**config.mk**
```make
export PLATFORM = sky130hd
export DESIGN_NAME = dither_pwm_dac
export DESIGN_NICKNAME = d
export VERILOG_FILES = /design/src/rtl/dpwm_pkg.sv /design/src/rtl/dpwm_timebase.sv /design/src/rtl/dpwm_dither.sv /design/src/rtl/dpwm_meter_level.sv /design/src/rtl/dpwm_slicer.sv /design/src/rtl/dither_pwm_dac.sv
export SDC_FILE = /design/constraint.sdc
export NUM_CORES = 1
export LEC_CHECK = 0
export BUFFER_PORTS_ARGS = -buffer_cell sky130_fd_sc_hd__buf_2
export CAP_MARGIN = 30
export CORE_MARGIN = 2
export CORE_UTILIZATION = 45
export DETAILED_ROUTE_END_ITERATION = 6
export PLACE_DENSITY = 0.68
export SKIP_LAST_GASP = 1
export SYNTH_ARGS = -nofsm -noshare
export SYNTH_HDL_FRONTEND = slang
export SYNTH_SLANG_ARGS = --single-unit
```
**constraint.sdc**
```tcl
create_clock -name clk -period 2.7 [get_ports clk]
set_clock_uncertainty 0.2 [all_clocks]
set_input_delay 0.27 -clock clk [delete_from_list [all_inputs] [get_ports clk]]
set_output_delay 0.27 -clock clk [all_outputs]
set_load 0.005 [all_outputs]
```
**src/rtl/dpwm_pkg.sv**
```systemverilog
package dpwm_pkg;

    // Default PWM resolution; the control word is twice as wide.
    localparam int PWM_W  = 8;
    localparam int WORD_W = 2 * PWM_W;
    localparam int N_CHAN = 2;

    // Channel slots of the shared slicer array.
    localparam int CH_DAC   = 0;
    localparam int CH_METER = 1;

    typedef enum logic {
        METER_CENTER = 1'b0,
        METER_TRACK  = 1'b1
    } meter_mode_e;

endpackage

```
**src/rtl/dpwm_timebase.sv**
```systemverilog
module dpwm_timebase #(
    parameter int W = dpwm_pkg::PWM_W
) (
    input  logic         clk,
    input  logic         rst,
    output logic [W-1:0] cnt_o,
    output logic         wrap_o
);
    localparam logic [W-1:0] LAST = {W{1'b1}};

    always_ff @(posedge clk) begin
        if (rst) cnt_o <= '0;
        else     cnt_o <= cnt_o + 1'b1;
    end

    assign wrap_o = (cnt_o == LAST);

    // count returns to zero after the last slot
    a_r1_wrap: assert property (@(posedge clk) disable iff (rst)
        wrap_o |=> (cnt_o == '0));

    // count advances by one elsewhere
    a_r1_step: assert property (@(posedge clk) disable iff (rst)
        !wrap_o |=> (cnt_o == $past(cnt_o) + 1'b1));

    // reset restarts the period
    a_r1_reset: assert property (@(posedge clk)
        rst |=> (cnt_o == '0));

endmodule

```
**src/rtl/dpwm_dither.sv**
```systemverilog
module dpwm_dither #(
    parameter int W = dpwm_pkg::PWM_W
) (
    input  logic           clk,
    input  logic           rst,
    input  logic           wrap_i,
    input  logic [2*W-1:0] word_i,
    output logic [W:0]     level_o
);
    typedef struct packed {
        logic         carry;
        logic [W-1:0] frac;
    } sum_t;

    logic [W-1:0] acc_q;
    logic [W-1:0] whole;
    logic [W-1:0] part;
    sum_t         nxt;

    assign whole = word_i[2*W-1:W];
    assign part  = word_i[W-1:0];

    always_comb begin
        nxt = sum_t'({1'b0, acc_q} + {1'b0, part});
    end

    always_ff @(posedge clk) begin
        if (rst) begin
            acc_q   <= '0;
            level_o <= '0;
        end else if (wrap_i) begin
            acc_q   <= nxt.frac;
            level_o <= {1'b0, whole} + {{W{1'b0}}, nxt.carry};
        end
    end

    // level changes only at a period boundary
    a_r5_dac_hold: assert property (@(posedge clk) disable iff (rst)
        !wrap_i |=> $stable(level_o));

    // reset empties the accumulator and the level
    a_r9_clear: assert property (@(posedge clk)
        rst |=> (acc_q == '0) && (level_o == '0));

    // a zero fraction never adds a slot
    a_r3_no_frac: assert property (@(posedge clk) disable iff (rst)
        (wrap_i && part == '0) |=> (level_o == {1'b0, $past(whole)}));

endmodule

```
**src/rtl/dpwm_meter_level.sv**
```systemverilog
module dpwm_meter_level #(
    parameter int W = dpwm_pkg::PWM_W
) (
    input  logic                clk,
    input  logic                rst,
    input  logic                wrap_i,
    input  logic signed [W-1:0] err_i,
    input  logic                seen_i,
    output logic [W:0]          level_o
);
    import dpwm_pkg::*;

    localparam logic [W:0]   MID  = (W+1)'(1) << (W-1);
    localparam logic [W-1:0] SIGN = W'(1) << (W-1);

    meter_mode_e  mode;
    logic [W-1:0] offset_code;
    logic [W:0]   target;

    assign mode        = seen_i ? METER_TRACK : METER_CENTER;
    assign offset_code = $unsigned(err_i) ^ SIGN;

    always_comb begin
        case (mode)
            METER_TRACK: target = {1'b0, offset_code};
            default:     target = MID;
        endcase
    end

    always_ff @(posedge clk) begin
        if (rst)         level_o <= MID;
        else if (wrap_i) level_o <= target;
    end

    // centred while no reference has been seen
    a_r8_center: assert property (@(posedge clk) disable iff (rst)
        (wrap_i && !seen_i) |=> (level_o == MID));

    // a zero error code lands on the centre
    a_r7_zero_mid: assert property (@(posedge clk) disable iff (rst)
        (wrap_i && seen_i && err_i == '0) |=> (level_o == MID));

    // meter level changes only at a period boundary
    a_r5_meter_hold: assert property (@(posedge clk) disable iff (rst)
        !wrap_i |=> $stable(level_o));

endmodule

```
**src/rtl/dpwm_slicer.sv**
```systemverilog
module dpwm_slicer #(
    parameter int W = dpwm_pkg::PWM_W
) (
    input  logic [W-1:0] cnt_i,
    input  logic [W:0]   level_i,
    output logic         pwm_o
);
    assign pwm_o = ({1'b0, cnt_i} < level_i);
endmodule

```
**src/rtl/dither_pwm_dac.sv**
```systemverilog
module dither_pwm_dac #(
    parameter int W = dpwm_pkg::PWM_W
) (
    input  logic                clk,
    input  logic                rst,
    input  logic [2*W-1:0]      dac_word_i,
    input  logic signed [W-1:0] err_code_i,
    input  logic                ref_seen_i,
    output logic                dac_pwm_o,
    output logic                meter_pwm_o
);
    import dpwm_pkg::*;

    logic [W-1:0] cnt;
    logic         wrap;
    logic [W:0]   level [N_CHAN];
    logic [N_CHAN-1:0] pins;

    dpwm_timebase #(.W(W)) u_timebase (
        .clk    (clk),
        .rst    (rst),
        .cnt_o  (cnt),
        .wrap_o (wrap)
    );

    dpwm_dither #(.W(W)) u_dither (
        .clk     (clk),
        .rst     (rst),
        .wrap_i  (wrap),
        .word_i  (dac_word_i),
        .level_o (level[CH_DAC])
    );

    dpwm_meter_level #(.W(W)) u_meter (
        .clk     (clk),
        .rst     (rst),
        .wrap_i  (wrap),
        .err_i   (err_code_i),
        .seen_i  (ref_seen_i),
        .level_o (level[CH_METER])
    );

    for (genvar g = 0; g < N_CHAN; g++) begin : g_chan
        dpwm_slicer #(.W(W)) u_slicer (
            .cnt_i   (cnt),
            .level_i (level[g]),
            .pwm_o   (pins[g])
        );
    end

    assign dac_pwm_o   = pins[CH_DAC];
    assign meter_pwm_o = pins[CH_METER];

    // a pin only turns on at the start of a period
    a_r2_dac_rise: assert property (@(posedge clk) disable iff (rst)
        $rose(dac_pwm_o) |-> (cnt == '0));

    a_r2_meter_rise: assert property (@(posedge clk) disable iff (rst)
        $rose(meter_pwm_o) |-> (cnt == '0));

endmodule

```
==> results of run 1 <==
-- per-stage QoR --
step | worst slack [ns] | area, um2
4_1_cts | -0.00653 | 2400
3_5_place_dp | -0.168 | 2180
2_1_floorplan | 0.0531 | 1970
6_report | -0.0168 | 2440
5_1_grt | -0.145 | 2440
3_3_place_gp | -0.142 | 2180
-- state kept, by name, summed over array words and instances (netlist names) --
| name | cells |
|---|---|
| u_dither.acc_q | 8 |
| u_dither.level_o | 9 |
| u_meter.level_o | 8 |
| u_timebase.cnt_o | 8 |
-- Yosys cell counts (3+ instances only) --
library cell | number | share of area, %
nand4_1 | 3 | 0.95
o211ai_1 | 3 | 1.1
nand3_1 | 16 | 4.1
a21o_1 | 4 | 1.5
nor2_1 | 18 | 3.4
a21oi_1 | 24 | 6.1
inv_1 | 15 | 2.9
o21ai_0 | 6 | 1.5
or3_1 | 3 | 0.95
ha_1 | 25 | 16
xor2_1 | 6 | 2.7
xnor2_1 | 5 | 2.2
clkbuf_1 | 8 | 1.5
nand2b_1 | 4 | 1.3
dfxtp_1 | 33 | 34
nand2_1 | 25 | 4.8
a211oi_1 | 11 | 4.2
and3_1 | 4 | 1.3
-- worst min-delay path by stage --
stage | slack (ns) | end | from | cells past startpoint
final | 0.05 | u_meter.level_o[4]$_SDFFE_PP0N_ | err_code_i[4] | 3
after global routing | 0.05 | u_meter.level_o[1]$_SDFFE_PP0N_ | err_code_i[1] | 3
after CTS | 0.05 | u_meter.level_o[2]$_SDFFE_PP0N_ | err_code_i[2] | 3
after detailed placement | 0.25 | u_meter.level_o[3]$_SDFFE_PP0N_ | u_meter.level_o[3]$_SDFFE_PP0N_ | 2
after global placement | 0.24 | u_meter.level_o[0]$_SDFFE_PP0N_ | u_meter.level_o[0]$_SDFFE_PP0N_ | 2
after floorplan | 0.22 | u_dither.level_o[8]$_SDFFE_PP0N_ | dac_word_i[15] | 2
-- power by group through the flow --
stage,Sequential [W],Clock [W],Combinational (W)
finish,0.000497,0.000402,0.0000844
global route,0.000497,0.000434,0.0000966
CTS,0.000497,0.000410,0.0000815
detailed placement,0.000508,0,0.0000808
global placement,0.000508,0,0.0000790
floorplan,0.000506,0,0.0000463
-- per-layer routing --
layer,GRT usage (%),part of all wire [%]
met5,0,0
met4,7.69,2.6
met3,4.47,3.2
met2,32.2,50
met1,23.1,44
-- cell type report --
| class | count | share of cell area [%] |
|---|---|---|
| multi-input combinational | 178 | 51.9 |
| sequential | 33 | 27.1 |
| timing repair buffer | 48 | 11.9 |
| clock buffer | 7 | 3.94 |
| tap | 52 | 2.66 |
| inverter | 15 | 2.30 |
| clock inverter | 1 | 0.205 |
-- logic make-up after synthesis --
kind of cell               count (synthesis)  share of synthesized area [%]
and+or+nand+nor                           82                           20.0
AOI/OAI and AO/OA                         59                           19.3
DFF                                       33                           33.6
adders and majority gates                 26                           16.9
buffers and inverters                     25                           5.22
xor gates and xnor gates                  11                           4.90
-- critical path, cell delays in order, from the launching register on --
cell and delay [ns]:
dfxtp_2 0.34, ha_4 0.16, fa_2 0.41, a211oi_4 0.29
o21bai_2 0.13, a21oi_2 0.16, o21ai_1 0.07, ha_2 0.18
buf_4 0.13, and4_1 0.15, nand4_1 0.10, xor2_1 0.17
a211oi_2 0.09
-- repair_timing --
action / in CTS / in global routing
hold endpoints to repair: 0 / 0
setup buffers: 16 / 1
hold buffers: 0 / 0
endpoints found under the setup margin: 5 / 8
resized for setup: 2 / 11
pin swaps: 3 / 13
==> metrics, run 1 <==
RSZ-0062 raised after global routing true; Placer Congestion 0.747; clock root buffer clkbuf_8; switch share 22.6%; Overall Power 0.000983 W; CTS buffer count 5; Distinct cells, synth 36; initial cell density of the core 45.8%; Die W 70.1 um; FFs w/ async S/R, synth 0%; headroom to the max-slew limit 53.5%; Post-synth EDFFs 0; Detailed Route WL 4.43 mm; # diodes 0; worst path arrival time 2.65 ns; # setup viols final 2; VDD IR max 0.363 mV; clk buf depth 2; placed wire-length estimate 2.95 mm; worst-margin pin slew 0.697 ns; Via Count 1,793; DRC 0; antenna violations before repair 0; Die ar. 4920 um2; critical path launch point u_dither.acc_q[0]$_SDFFE_PP0N_; Pins Over Slew Limit 0; FF+latch count, synth 33; Min-Delay Path Class in -> reg; Crit. End Element register; Reg power frac 50.5%; Mapped Area 1970 um2; final number of hold-violating endpoints 0; outcome complete, but fails checks; largest net degree at the start of global routing 40; Multi-input gate area 1270 um2; Net Switching 0.000222 W; boundary pin count 29; buffers added on ports 28; global-route wire length before repair 7.46 mm; end point of the critical path u_dither.level_o[7]$_SDFFE_PP0N_; TritonCTS clock tree built; Worst-path clk slew 0.06 ns; Req. time, crit path 2.64 ns; Comb power frac 8.6%; register area 662 um2; commonest non-fill, non-tap cell in the layout dfxtp_1; fill cell count 421; TritonRoute pass-1 iters 4; wire per inst 13.3 um; R2R Setup Slk -0.02 ns; vias in the first global route 1,663; dpl cells 312; synthesized instance count 236; final design utilization 56.9%; Seq/Total Area, Yosys 33.6%; hold slack final 0.0529 ns; setup TNS -0.0209 ns; pwr dens 402 nW/um2; Worst Path Max Fanout 2; share of layout cells above drive strength 1 24.1%; Clock Latency Late Sink 0.28 ns; antenna violation net count after detailed routing 0; Vias/cell 5.37; worst reg-to-reg path cell count 12; Layout Nets 334; clk sinks 33; warnings from Yosys 0; CORE AREA 4290 um2; syn_area_per_cell 8.33 um2; most frequent cells in the layout dfxtp_1, buf_2, nand2_1, a21oi_1, ha_1; Final min period 2.72 ns; RR Endpoint u_dither.level_o[7]$_SDFFE_PP0N_; clock share of power 40.9%; Die Span Y 70.1 um; kind of critical path reg -> reg; Crit Reg-Reg Startpoint u_dither.acc_q[0]$_SDFFE_PP0N_; worst setup margin -0.0168 ns; Top FF cell, synth dfxtp_1; total gr overflow 0; Max Cap Viol 0; total track usage 19.0%; fin cells 334; fin crit share 101%; row count 24; Pint 0.000762 W; Layout area overhead 24.2%; Leak 0.997 nW; 1st-iter DRT viols 104; Syn Nets 289; Max Clk Rate 0.368 GHz; violated checks setup timing; CTS H-tree depth 2; crit start category register
Note: power is estimated with default switching activity, not from simulation.
==> run 2: changes to the inputs <==
PLACE_DENSITY = 0.67   (was 0.68)
SYNTH_HIERARCHICAL = 1   (was unset)
==> metrics, run 2 <==
fin crit share 93.8% (was 101%); FF+latch count, synth 33 (unchanged); Placer Congestion 0.749 (was 0.747); # setup viols final 0 (was 2); outcome finished, final reports clean (was complete, but fails checks); boundary pin count 29 (unchanged); clk buf depth 2 (unchanged); commonest non-fill, non-tap cell in the layout dfxtp_1 (unchanged); Syn Nets 292 (was 289); postcts setup bufs 0 (was 16); pwr dens 431 nW/um2 (was 402 nW/um2); final number of hold-violating endpoints 0 (unchanged); Post-synth EDFFs 0 (unchanged); final design utilization 52.8% (was 56.9%); synthesized instance count 239 (was 236); clock root buffer clkbuf_8 (unchanged); Seq/Total Area, Yosys 30.4% (was 33.6%); buffers added on ports 28 (unchanged); buffers and inverters on the worst path 0 (was 1); Slowest cell on crit path or3_1 (was fa_2); Detailed Route WL 3.88 mm (was 4.43 mm); CTS-repair resized insts 0 (was 2); Final min period 2.53 ns (was 2.72 ns); RSZ-0062 raised after global routing false (was true); TritonRoute pass-1 iters 4 (unchanged); wire per inst 12.1 um (was 13.3 um); Crit path max-delay family simple AND/OR/NAND/NOR gates (was adder cells); CORE AREA 4690 um2 (was 4290 um2); setup TNS 0 ns (was -0.0209 ns); Vias/cell 5.34 (was 5.37); Clock Latency Late Sink 0.29 ns (was 0.28 ns); Crit. End Element register (unchanged); 1st-iter DRT viols 53 (was 104); most frequent cells after synthesis dfxtp_1, ha_1, inv_1, nor2_1, a21oi_1 (was dfxtp_1, ha_1, nand2_1, a21oi_1, nor2_1); Layout area overhead 14.2% (was 24.2%); Worst-path clk slew 0.07 ns (was 0.06 ns); row count 25 (was 24); placed wire-length estimate 2.96 mm (was 2.95 mm); Die W 73.5 um (was 70.1 um); Max Cap Viol 0 (unchanged); antenna violations before repair 0 (unchanged); crit start category register (unchanged); Pins Over Slew Limit 0 (unchanged); worst path arrival time 2.53 ns (was 2.65 ns); worst path cell trace ha_2, fa_1, nand3_1, a32oi_2, nand3_1, nand2_1, ha_2, nand3_2, or3_1, a311oi_2 (was ha_4, fa_2, a211oi_4, o21bai_2, a21oi_2, o21ai_1, ha_2, buf_4, and4_1, nand4_1, xor2_1, a211oi_2); Distinct cells, synth 43 (was 36); clk sinks 33 (unchanged); kind of critical path reg -> reg (unchanged); total gr overflow 0 (unchanged); total track usage 16.0% (was 19.0%); VDD IR max 0.257 mV (was 0.363 mV); Die Span Y 73.5 um (was 70.1 um); Worst Path Max Fanout 4 (was 2); Via Count 1,718 (was 1,793); hold slack final 0.0135 ns (was 0.0529 ns); syn_area_per_cell 9.08 um2 (was 8.33 um2); Min-Delay Path Class in -> reg (unchanged); FFs w/ async S/R, synth 0% (unchanged); largest net degree at the start of global routing 26 (was 40); Top FF cell, synth dfxtp_1 (unchanged); CTS buffer count 5 (unchanged); Mapped Area 2170 um2 (was 1970 um2); TritonCTS clock tree built (unchanged); most numerous cell in the Yosys netlist dfxtp_1 (unchanged); hold bufs inserted after CTS 0 (unchanged); Max Clk Rate 0.395 GHz (was 0.368 GHz); Die ar. 5400 um2 (was 4920 um2); fin cells 322 (was 334); post-synth top area cell dfxtp_1 (unchanged); dpl cells 314 (was 312); most frequent cells in the layout dfxtp_1, buf_2, ha_1, inv_1, nor2_1 (was dfxtp_1, buf_2, nand2_1, a21oi_1, ha_1); global-route wire length before repair 6.82 mm (was 7.46 mm); share of layout cells above drive strength 1 28.0% (was 24.1%); Biggest register u_dither/level_o (was u_dither.level_o); Leak 0.933 nW (was 0.997 nW); Req. time, crit path 2.70 ns (was 2.64 ns); initial cell density of the core 46.3% (was 45.8%); # diodes 0 (unchanged); warnings from Yosys 6 (was 0); Largest register FFs 9 (unchanged); Crit path largest cell delay 0.38 ns (was 0.41 ns); DRC 0 (unchanged); top cells by area in the synthesized netlist dfxtp_1, ha_1, nand3_2, a21oi_2, inv_1 (was dfxtp_1, ha_1, a21oi_1, nand2_1, a211oi_1); Layout Nets 320 (was 334); CTS H-tree depth 2 (unchanged); antenna violation net count after detailed routing 0 (unchanged); Yosys top cell area share 30.4% (was 33.6%); vias in the first global route 1,582 (was 1,663)
## run 2: through the flow
stage	setup WS (ns)	instance area, um2	power (W)
after global placement	0.157	2350	0.000598
after CTS	0.0907	2470	0.00109
after floorplan	0.299	2170	0.000564
after detailed placement	0.0860	2350	0.000600
after global routing	0.00468	2480	0.00112
final	0.167	2480	0.00107
## run 2: path summary, 6_finish.rpt
kind                                                    endpoint  slack, ns                            start  cells past startpoint
worst max register to register  u_dither/level_o[6]$_SDFFE_PP0P_       0.17   u_dither/acc_q[0]$_SDFFE_PP0P_                     10
worst max-delay path            u_dither/level_o[6]$_SDFFE_PP0P_       0.17   u_dither/acc_q[0]$_SDFFE_PP0P_                     10
worst min-delay path             u_meter/level_o[7]$_SDFFE_PP1P_       0.01                    err_code_i[7]                      2
worst min register to register   u_meter/level_o[0]$_SDFFE_PP0P_       0.26  u_meter/level_o[0]$_SDFFE_PP0P_                      2
## run 2: kinds of logic (layout without fill, tap and decap cells)
logic type,count (synthesis),count (layout),share of synthesized area [%]
AO/OA/AOI/OAI,59,59,20.5
XOR/XNOR,14,14,5.65
adder cells (fa/ha/maj),26,26,15.3
buffers and inverters,29,58,5.99
flip-flops,33,33,30.4
multiplexers,5,5,2.42
other,1,1,0.173
AND/OR/NAND/NOR,72,72,19.5
## run 2: cell type report
type	count	area, um2
Fill cell	446	2210
Multi-Input combinational cell	177	1400
Sequential cell	33	661
Timing Repair Buffer	31	163
Clock buffer	7	86.3
Inverter	19	71.3
Tap cell	54	67.6
Clock inverter	1	30.0
## run 2: routing by layer
metal	GRT usage (%)	wire, um	vias to the layer above
li1	-	-	895
met1	20.6	1810	798
met2	25.6	1880	18
met3	3.98	115	7
met4	6.67	70	0
met5	0	0	-
## run 2: report_power, final
group / switching, W / internal, W / total (W)
combinational: 0.0000490 / 0.0000439 / 0.0000929
clock: 0.000179 / 0.000301 / 0.000480
sequential: 0.00000540 / 0.000490 / 0.000496
total: 0.000233 / 0.000835 / 0.00107
